## src/rtl/trig_memo_pkg.sv

```systemverilog
`timescale 1ns/1ps
// Package: shared event record passed from the slot controller to the status
// logic. Assumes at most one of fire/replay/trash per cycle; memo may pair
// with replay when a new edge takes the slot freed in the same cycle.
package trig_memo_pkg;

    typedef struct packed {
        logic fire;    // edge started a transfer directly
        logic replay;  // held trigger started a transfer
        logic memo;    // edge was placed in the slot
        logic trash;   // edge dropped, overrun
    } trig_evt_t;

    localparam trig_evt_t TRIG_EVT_NONE = '0;

endpackage

```

## src/rtl/trig_edge_det.sv

```systemverilog
`timescale 1ns/1ps
// Module: trig_edge_det
// Synchronizes the trigger line through SYNC_STAGES flops (0 = already
// synchronous) and gives a one-cycle pulse on each rising edge.
// Assumes trig_i stays low for at least one cycle between edges.
module trig_edge_det #(
    parameter int SYNC_STAGES = 2
) (
    input  logic clk,
    input  logic rst_n,
    input  logic trig_i,
    output logic edge_o
);

    logic synced;
    logic prev_q;

    generate
        if (SYNC_STAGES == 0) begin : g_nosync
            assign synced = trig_i;
        end else begin : g_sync
            logic [SYNC_STAGES-1:0] chain_q;
            // Purpose: shift the raw trigger through the synchronizer chain.
            always_ff @(posedge clk) begin
                if (!rst_n) chain_q <= '0;
                else        chain_q <= {chain_q[SYNC_STAGES-2 >= 0 ? SYNC_STAGES-2 : 0 : 0] , trig_i} >> 0;
            end
            assign synced = chain_q[SYNC_STAGES-1];
        end
    endgenerate

    // Purpose: remember the previous synchronized level for edge detection.
    always_ff @(posedge clk) begin
        if (!rst_n) prev_q <= 1'b0;
        else        prev_q <= synced;
    end

    assign edge_o = synced & ~prev_q;


    single_edge_chk: assert property (@(posedge clk) disable iff (!rst_n)
        edge_o |=> !edge_o);

endmodule

```

## src/rtl/trig_slot_ctrl.sv

```systemverilog
`timescale 1ns/1ps
// Module: trig_slot_ctrl
// Decides the fate of each trigger edge: fire, memorize into the single slot,
// or trash. Replays the held trigger on the engine's done pulse.
// Assumes done_i is a one-cycle pulse that only comes while a transfer is active.
module trig_slot_ctrl
    import trig_memo_pkg::*;
(
    input  logic      clk,
    input  logic      rst_n,
    input  logic      en_i,
    input  logic      edge_i,
    input  logic      done_i,
    output logic      start_o,
    output logic      active_o,
    output logic      pending_o,
    output trig_evt_t evt_o
);

    logic active_q, pending_q, start_q;
    logic active_d, pending_d, start_d;
    trig_evt_t evt;

    // Purpose: next-state decision for one trigger/done cycle.
    always_comb begin
        evt       = TRIG_EVT_NONE;
        active_d  = active_q;
        pending_d = pending_q;
        start_d   = 1'b0;
        if (!en_i) begin
            pending_d = 1'b0;
            if (done_i) active_d = 1'b0;
        end else if (done_i && active_q) begin
            if (pending_q) begin
                evt.replay = 1'b1;
                start_d    = 1'b1;
                pending_d  = edge_i;
                evt.memo   = edge_i;
            end else if (edge_i) begin
                evt.fire = 1'b1;
                start_d  = 1'b1;
            end else begin
                active_d = 1'b0;
            end
        end else if (edge_i) begin
            if (!active_q) begin
                evt.fire = 1'b1;
                start_d  = 1'b1;
                active_d = 1'b1;
            end else if (!pending_q) begin
                evt.memo  = 1'b1;
                pending_d = 1'b1;
            end else begin
                evt.trash = 1'b1;
            end
        end
    end

    // Purpose: register transfer state, slot and start pulse.
    always_ff @(posedge clk) begin
        if (!rst_n) begin
            active_q  <= 1'b0;
            pending_q <= 1'b0;
            start_q   <= 1'b0;
        end else begin
            active_q  <= active_d;
            pending_q <= pending_d;
            start_q   <= start_d;
        end
    end

    assign start_o   = start_q;
    assign active_o  = active_q;
    assign pending_o = pending_q;
    assign evt_o     = evt;


    pending_needs_active_chk: assert property (@(posedge clk) disable iff (!rst_n)
        pending_q |-> active_q);

    disable_clears_chk: assert property (@(posedge clk) disable iff (!rst_n)
        !en_i |=> (!pending_q && !start_q));

    replay_start_chk: assert property (@(posedge clk) disable iff (!rst_n)
        (en_i && done_i && pending_q) |=> (start_q && active_q));

    trash_keeps_slot_chk: assert property (@(posedge clk) disable iff (!rst_n)
        (en_i && edge_i && pending_q && !done_i) |=> (pending_q && !start_q));

endmodule

```

## src/rtl/trig_status.sv

```systemverilog
`timescale 1ns/1ps
// Module: trig_status
// Keeps the sticky overrun flag, the sticky memorized flag and the saturating
// count of memorized triggers. Assumes clr_i is a one-cycle pulse.
module trig_status
    import trig_memo_pkg::*;
#(
    parameter int CNT_W = 4
) (
    input  logic             clk,
    input  logic             rst_n,
    input  trig_evt_t        evt_i,
    input  logic             clr_i,
    output logic             ovr_o,
    output logic             seen_o,
    output logic [CNT_W-1:0] cnt_o
);

    localparam logic [CNT_W-1:0] CNT_MAX = {CNT_W{1'b1}};

    logic             ovr_q, seen_q;
    logic [CNT_W-1:0] cnt_q;

    // Purpose: overrun flag, new overrun wins over a clear.
    always_ff @(posedge clk) begin
        if (!rst_n)           ovr_q <= 1'b0;
        else if (evt_i.trash) ovr_q <= 1'b1;
        else if (clr_i)       ovr_q <= 1'b0;
    end

    // Purpose: memorization flag and saturating counter.
    always_ff @(posedge clk) begin
        if (!rst_n) begin
            seen_q <= 1'b0;
            cnt_q  <= '0;
        end else if (evt_i.memo) begin
            seen_q <= 1'b1;
            if (cnt_q != CNT_MAX) cnt_q <= cnt_q + 1'b1;
        end
    end

    assign ovr_o  = ovr_q;
    assign seen_o = seen_q;
    assign cnt_o  = cnt_q;


    ovr_sticky_chk: assert property (@(posedge clk) disable iff (!rst_n)
        (ovr_q && !clr_i) |=> ovr_q);

    seen_sticky_chk: assert property (@(posedge clk) disable iff (!rst_n)
        seen_q |=> seen_q);

    cnt_no_wrap_chk: assert property (@(posedge clk) disable iff (!rst_n)
        (cnt_q != '0) |=> (cnt_q >= $past(cnt_q)));

endmodule

```

## src/rtl/trig_memo_mgr.sv

```systemverilog
`timescale 1ns/1ps
// Module: trig_memo_mgr (top)
// Trigger manager with a one-deep memorization slot placed in front of a
// transfer engine. Assumes eng_done_i and ovr_clr_i are synchronous pulses.
module trig_memo_mgr
    import trig_memo_pkg::*;
#(
    parameter int SYNC_STAGES = 2,
    parameter int CNT_W       = 4
) (
    input  logic             clk,
    input  logic             rst_n,
    input  logic             en_i,
    input  logic             trig_i,
    input  logic             eng_done_i,
    input  logic             ovr_clr_i,
    output logic             start_o,
    output logic             active_o,
    output logic             pending_o,
    output logic             ovr_o,
    output logic             memo_seen_o,
    output logic [CNT_W-1:0] memo_cnt_o
);

    logic      trig_edge;
    trig_evt_t evt;

    trig_edge_det #(.SYNC_STAGES(SYNC_STAGES)) u_edge (
        .clk    (clk),
        .rst_n  (rst_n),
        .trig_i (trig_i),
        .edge_o (trig_edge)
    );

    trig_slot_ctrl u_ctrl (
        .clk       (clk),
        .rst_n     (rst_n),
        .en_i      (en_i),
        .edge_i    (trig_edge),
        .done_i    (eng_done_i),
        .start_o   (start_o),
        .active_o  (active_o),
        .pending_o (pending_o),
        .evt_o     (evt)
    );

    trig_status #(.CNT_W(CNT_W)) u_stat (
        .clk    (clk),
        .rst_n  (rst_n),
        .evt_i  (evt),
        .clr_i  (ovr_clr_i),
        .ovr_o  (ovr_o),
        .seen_o (memo_seen_o),
        .cnt_o  (memo_cnt_o)
    );


    start_single_chk: assert property (@(posedge clk) disable iff (!rst_n)
        (start_o && !eng_done_i) |=> !start_o);

endmodule

```

## config.mk

```make
export PLATFORM = sky130hd
export DESIGN_NAME = trig_memo_mgr
export DESIGN_NICKNAME = d
export VERILOG_FILES = /design/src/rtl/trig_memo_pkg.sv /design/src/rtl/trig_edge_det.sv /design/src/rtl/trig_slot_ctrl.sv /design/src/rtl/trig_status.sv /design/src/rtl/trig_memo_mgr.sv
export SDC_FILE = /design/constraint.sdc
export NUM_CORES = 1
export LEC_CHECK = 0
export ABC_AREA = 1
export BUFFER_PORTS_ARGS = -buffer_cell sky130_fd_sc_hd__buf_2
export CAP_MARGIN = 15
export CORE_ASPECT_RATIO = 0.7
export CORE_UTILIZATION = 30
export CTS_CLUSTER_SIZE = 20
export DETAILED_ROUTE_END_ITERATION = 7
export GPL_ROUTABILITY_DRIVEN = 1
export HOLD_SLACK_MARGIN = 0.05
export PLACE_DENSITY = 0.49
export SLEW_MARGIN = 20
export SYNTH_ARGS = -nofsm -noshare
export SYNTH_HDL_FRONTEND = slang
export SYNTH_SLANG_ARGS = --single-unit
```

## constraint.sdc

```tcl
create_clock -name clk -period 2.6 [get_ports clk]
set_input_delay 0.26 -clock clk [delete_from_list [all_inputs] [get_ports clk]]
set_output_delay 0.26 -clock clk [all_outputs]
set_load 0.05 [all_outputs]
```

**Yosys cells after proc, flatten, opt, wreduce, memory -nomap -nowiden**

Index checks and enable logic that the tools add are counted.

- Logic and storage cells: 49
- Input bits: 6
- Register bits: 12

- Reduce and logical (&&, ||, !) cells: 9
- Multiplexer cells: 25
- Bitwise logic cells: 2
- Add/subtract/negate cells: 1
- Equal/unequal tests: 4

Operators by type and width:

| cell | count |
|---|---|
| two-way mux 1 bit | 21 |
| two-way mux 2 bit | 4 |
| nonzero test 2 bit | 4 |
| inequality test 3 bit, second input constant | 2 |
| AND reduction 2 bit | 3 |
| adder 4 x 1 -> 4 bit, second input constant | 1 |
| inequality test 4 bit, second input constant | 1 |
| AND reduction 4 bit | 1 |
| inequality test 3 x 1 -> 1 bit, second input constant | 1 |
| AND 1 bit | 1 |
| logical AND 1 bit | 1 |
| inverter 1 bit | 1 |

**Longest topological paths before layout**

- Depth after elaboration: 6
- Gate-level depth with buffers: 9
- Mapped depth without buffers: 9

**Cells and area by module**

From an unflattened synthesis, not the netlist that was laid out.

- Cells, all modules: 83
- Area, all modules: 566.8 um^2

Modules (own cells, without submodules):

| module | times used | cells each | area an instance (um^2) | sequential area each (um^2) |
|---|---|---|---|---|
| trig_status | 1 | 36 | 265.3 | 120.1 |
| trig_slot_ctrl | 1 | 36 | 209.0 | 60.1 |
| trig_edge_det | 1 | 11 | 92.6 | 60.1 |

**Least setup slack after synthesis**

OpenSTA, ideal clock, no wires.

- Kind: flip-flop to flip-flop
- Start: reg u_stat.cnt_q[0] (netlist: u_stat.cnt_o[0])
- End: reg u_stat.cnt_q[0] (netlist: u_stat.cnt_o[0])
- Stages on the path, launching flop included: 5
- Period minus slack after synthesis: 1.500 ns
- Required time: 2.483 ns
- Data arrival time: 1.382 ns
- Setup time: 0.117 ns
- Slack: 1.100 ns
- Buffers on the path: 0
- Cells stage by stage: dfxtp_1 > ha_1 > nand3_1 > a21oi_1 > nor2_1

- Word-level cells in the longest chain between the ends: 2
- Elaborated cells between the ends (all ways): 3
- Classes of those cells: add/sub (1); eq/ne (1); reduce/logical (1)

RTL lines:

| element | line | source |
|---|---|---|
| start, declared | trig_status.sv:22 | `logic [CNT_W-1:0] cnt_q;` |
| start signal, assigned | trig_status.sv:38 | `if (cnt_q != CNT_MAX) cnt_q <= cnt_q + 1'b1;` |
| parallel branches: the longest is 2 deep, another holds adder 4 x 1 -> 4 bit | -- |  |

Several ways; the timed one is not identified.
A chain may end at the register's enable or synchronous reset.

**Final worst setup path**

- Start: reg u_ctrl.active_q (netlist: u_ctrl.active_o)
- End: out active_o

RTL lines:

| element | line | source |
|---|---|---|
| start, declared | trig_slot_ctrl.sv:20 | `logic active_q, pending_q, start_q;` |
| start signal, assigned | trig_slot_ctrl.sv:66 | `active_q <= active_d;` |
| end, declared | trig_memo_mgr.sv:18 | `output logic active_o,` |

No word-level cell between the ends.

==> key figures <==
Run status
  • Status: finished clean

Worst setup path
  • Crit-path max FO: 7
  • Largest delay share family, worst path: flip-flops
  • Critical Path Source Type: flop
  • CP Class: reg2out
  • Crit path DAT: about 1.1 ns
  • Setup crit end kind: primary output
  • Worst path required time: around 2.3 ns
  • Critical path's slowest cell: dfxtp_1
  • Critical path's largest stage delay: 0.46 ns
  • Buf/Inv on CP: 1
  • Critical Path, Cell by Cell: buf_2

Routing
  • Antenna-violating nets left: 0
  • 1st-iter DRT viols: 9
  • Post-Route WL: 1.10 mm
  • Via Count: approximately 530
  • Vias per cell: between 4 and 5
  • WL/cell: slightly above 9 µm
  • Drt drc: 0
  • First-pass DRT Iterations: 4

Floorplan
  • IO Pins: 15
  • Die Height: 38.5 µm
  • Initial Util: 0.339
  • Core box area: 0.00168 mm²
  • Die Wd: about 54 µm
  • Die area: between 0.002 and 0.0025 mm²
  • Rows: 12

Power
  • Total chip power: approximately 360 µW
  • Power per Cell Area: slightly above 500 mW/mm²
  • Lkg Pwr: between 0.3 and 0.4 nW
  • VDD IR max: 353 µV

Synth
  • Post-Syn Area: about 570 µm²
  • Synthesized area per cell: 6.96 µm²
  • Warning count from the yosys run: 0
  • Seq/Total Area, Yosys: 0.421
  • Synth Instances: 82
  • Synthesized Nets: 89
  • Synth Register Bits: 12
  • Yosys cell types: 16

Clock network
  • H-tree depth: 1
  • CTS tree: yes
  • CTS sink count: 12
  • PostCTS Resize Cnt: 0
  • # hold bufs at CTS: 0
  • Clock root cell: clkbuf_4
  • Clk Latency, worst-skew pair: between 0.2 and 0.3 ns
  • Clk slew on worst S/H paths: roughly 0.080 ns
  • CTS buffer count: 3
  • Post-CTS Setup Inserts: 0
  • Worst-case clock buffer depth: 2

STA
  • Final worst slack: ~1.3 ns
  • Fin crit period: between 1 and 1.5 ns
  • Maximum clock rate: 0.765 GHz
  • Fin crit share: 0.503
  • Clock skew: between 0.008 and 0.009 ns
  • Pins Over Slew Limit: 0
  • TNS Setup: 0 ns
  • Final hold violations: 0
  • Worst-Margin Slew: 0.248 ns
  • RSZ-0062 raised after global routing: false
  • Setup-failing EPs final: 0
  • Worst slew margin: 0.834

Job
  • Max cap viols: 0

Hold path
  • HP Class: in2reg

Finish
  • Layout cells sized above 1: 0.242
  • Commonest non-fill, non-tap cell in the layout: nand2_1
  • Most frequent cells in the layout: nand2_1, buf_2, inv_1, dfxtp_1
  • Filler instances: 193
  • Fin nets: about 110
  • Area delta synth->final: 22.6%
  • Antenna Cells: 0

Place
  • Port Buffers: 14
  • Pre-CTS setup slack: roughly 1.4 ns
  • Final GP Congestion: ~0.86
  • Dpl hpwl: between 800 and 900 µm

GRT
  • Antenna violations before repair: 0
  • Vias in the first global route: around 430
  • Largest net degree at the start of global routing: 12
  • All-Layer GR Usage: 0.131
  • First-pass GRT wire length: between 1.5 and 2 mm
  • GRT overflow: 0
==> cell type report <==
| type | count | area, µm² | share of cell area |
|---|---|---|---|
| multi-input cells | 56 | 278 | 0.397 |
| flip-flops and latches | 12 | 240 | 0.343 |
| repair buffers | 14 | 70.1 | 0.100 |
| inverters | 13 | 48.8 | 0.0698 |
| clock buffers | 4 | 36.3 | 0.0519 |
| well taps | 21 | 26.3 | 0.0376 |
==> synth_stat cells <==
| cell | n | area [µm²] |
|---|---|---|
| o21ai_0 | 4 | 20.0 |
| nand2_4 | 1 | 11.3 |
| nand3_1 | 7 | 35.0 |
| nor2_2 | 1 | 6.26 |
| nand4_1 | 1 | 6.26 |
| ha_1 | 1 | 12.5 |
| clkbuf_1 | 1 | 3.75 |
| nand3b_1 | 2 | 15.0 |
| nand2_1 | 22 | 82.6 |
| a21oi_1 | 7 | 35.0 |
| dfxtp_1 | 12 | 240 |
| nor2_1 | 5 | 18.8 |
| nor2_4 | 1 | 11.3 |
| inv_1 | 13 | 48.8 |
| nand2_2 | 3 | 18.8 |
| nor3_1 | 1 | 5.00 |
==> final timing paths <==
path / from / end / slack, ns / depth (start not counted)
setup / recovery: u_ctrl.active_o / active_o / 1.29 / 1
hold / removal: trig_i / u_edge.g_sync.chain_q[0] / 0.17 / 3
setup reg to reg: u_stat.cnt_o[0] / u_stat.cnt_o[3] / 1.38 / 6
hold reg to reg: u_edge.g_sync.chain_q[0] / u_edge.g_sync.chain_q[1] / 0.42 / 2
==> kinds of logic (layout without fill, tap and decap cells) <==
logic type | Yosys count | after routing | share of synthesized area
flops | 12 | 12 | 0.421
compound gates | 11 | 11 | 0.0965
fa+ha+maj | 1 | 1 | 0.0219
buf+inv | 14 | 31 | 0.0921
simple gates | 44 | 44 | 0.368
==> stage by stage <==
step / utilization / hold slack, ns / instance area [µm²] / cells
global placement: 0.394 / 0.397 / 663 / 116
floorplan: - / 0.358 / 571 / 82
CTS: 0.416 / 0.160 / 699 / 120
global route: 0.416 / 0.172 / 699 / 120
finish: 0.416 / 0.167 / 699 / 120
detailed placement: 0.394 / 0.400 / 663 / 116
==> report_power, final <==
part	switching [mW]	internal [mW]	total, mW
Sequential	0.00168	0.186	0.188
Clock	0.0636	0.0850	0.149
Combinational	0.0161	0.00735	0.0235
==> registers in the layout, indices dropped and copies added, names as in the netlist <==
signal,flops
u_stat.seen_o,1
u_ctrl.pending_o,1
u_ctrl.start_o,1
u_ctrl.active_o,1
u_edge.g_sync.chain_q,2
u_edge.prev_q,1
u_stat.ovr_o,1
u_stat.cnt_o,4
==> layer usage <==
layer	track usage	routed length, µm	part of all wire	up-vias
li1	-	-	-	294
met1	0.182	627	0.57	221
met2	0.168	390	0.35	12
met3	0.0714	71	0.064	2
met4	0.0385	13	0.012	0
met5	0	0	0	-
(Power assumes the default switching activity.)
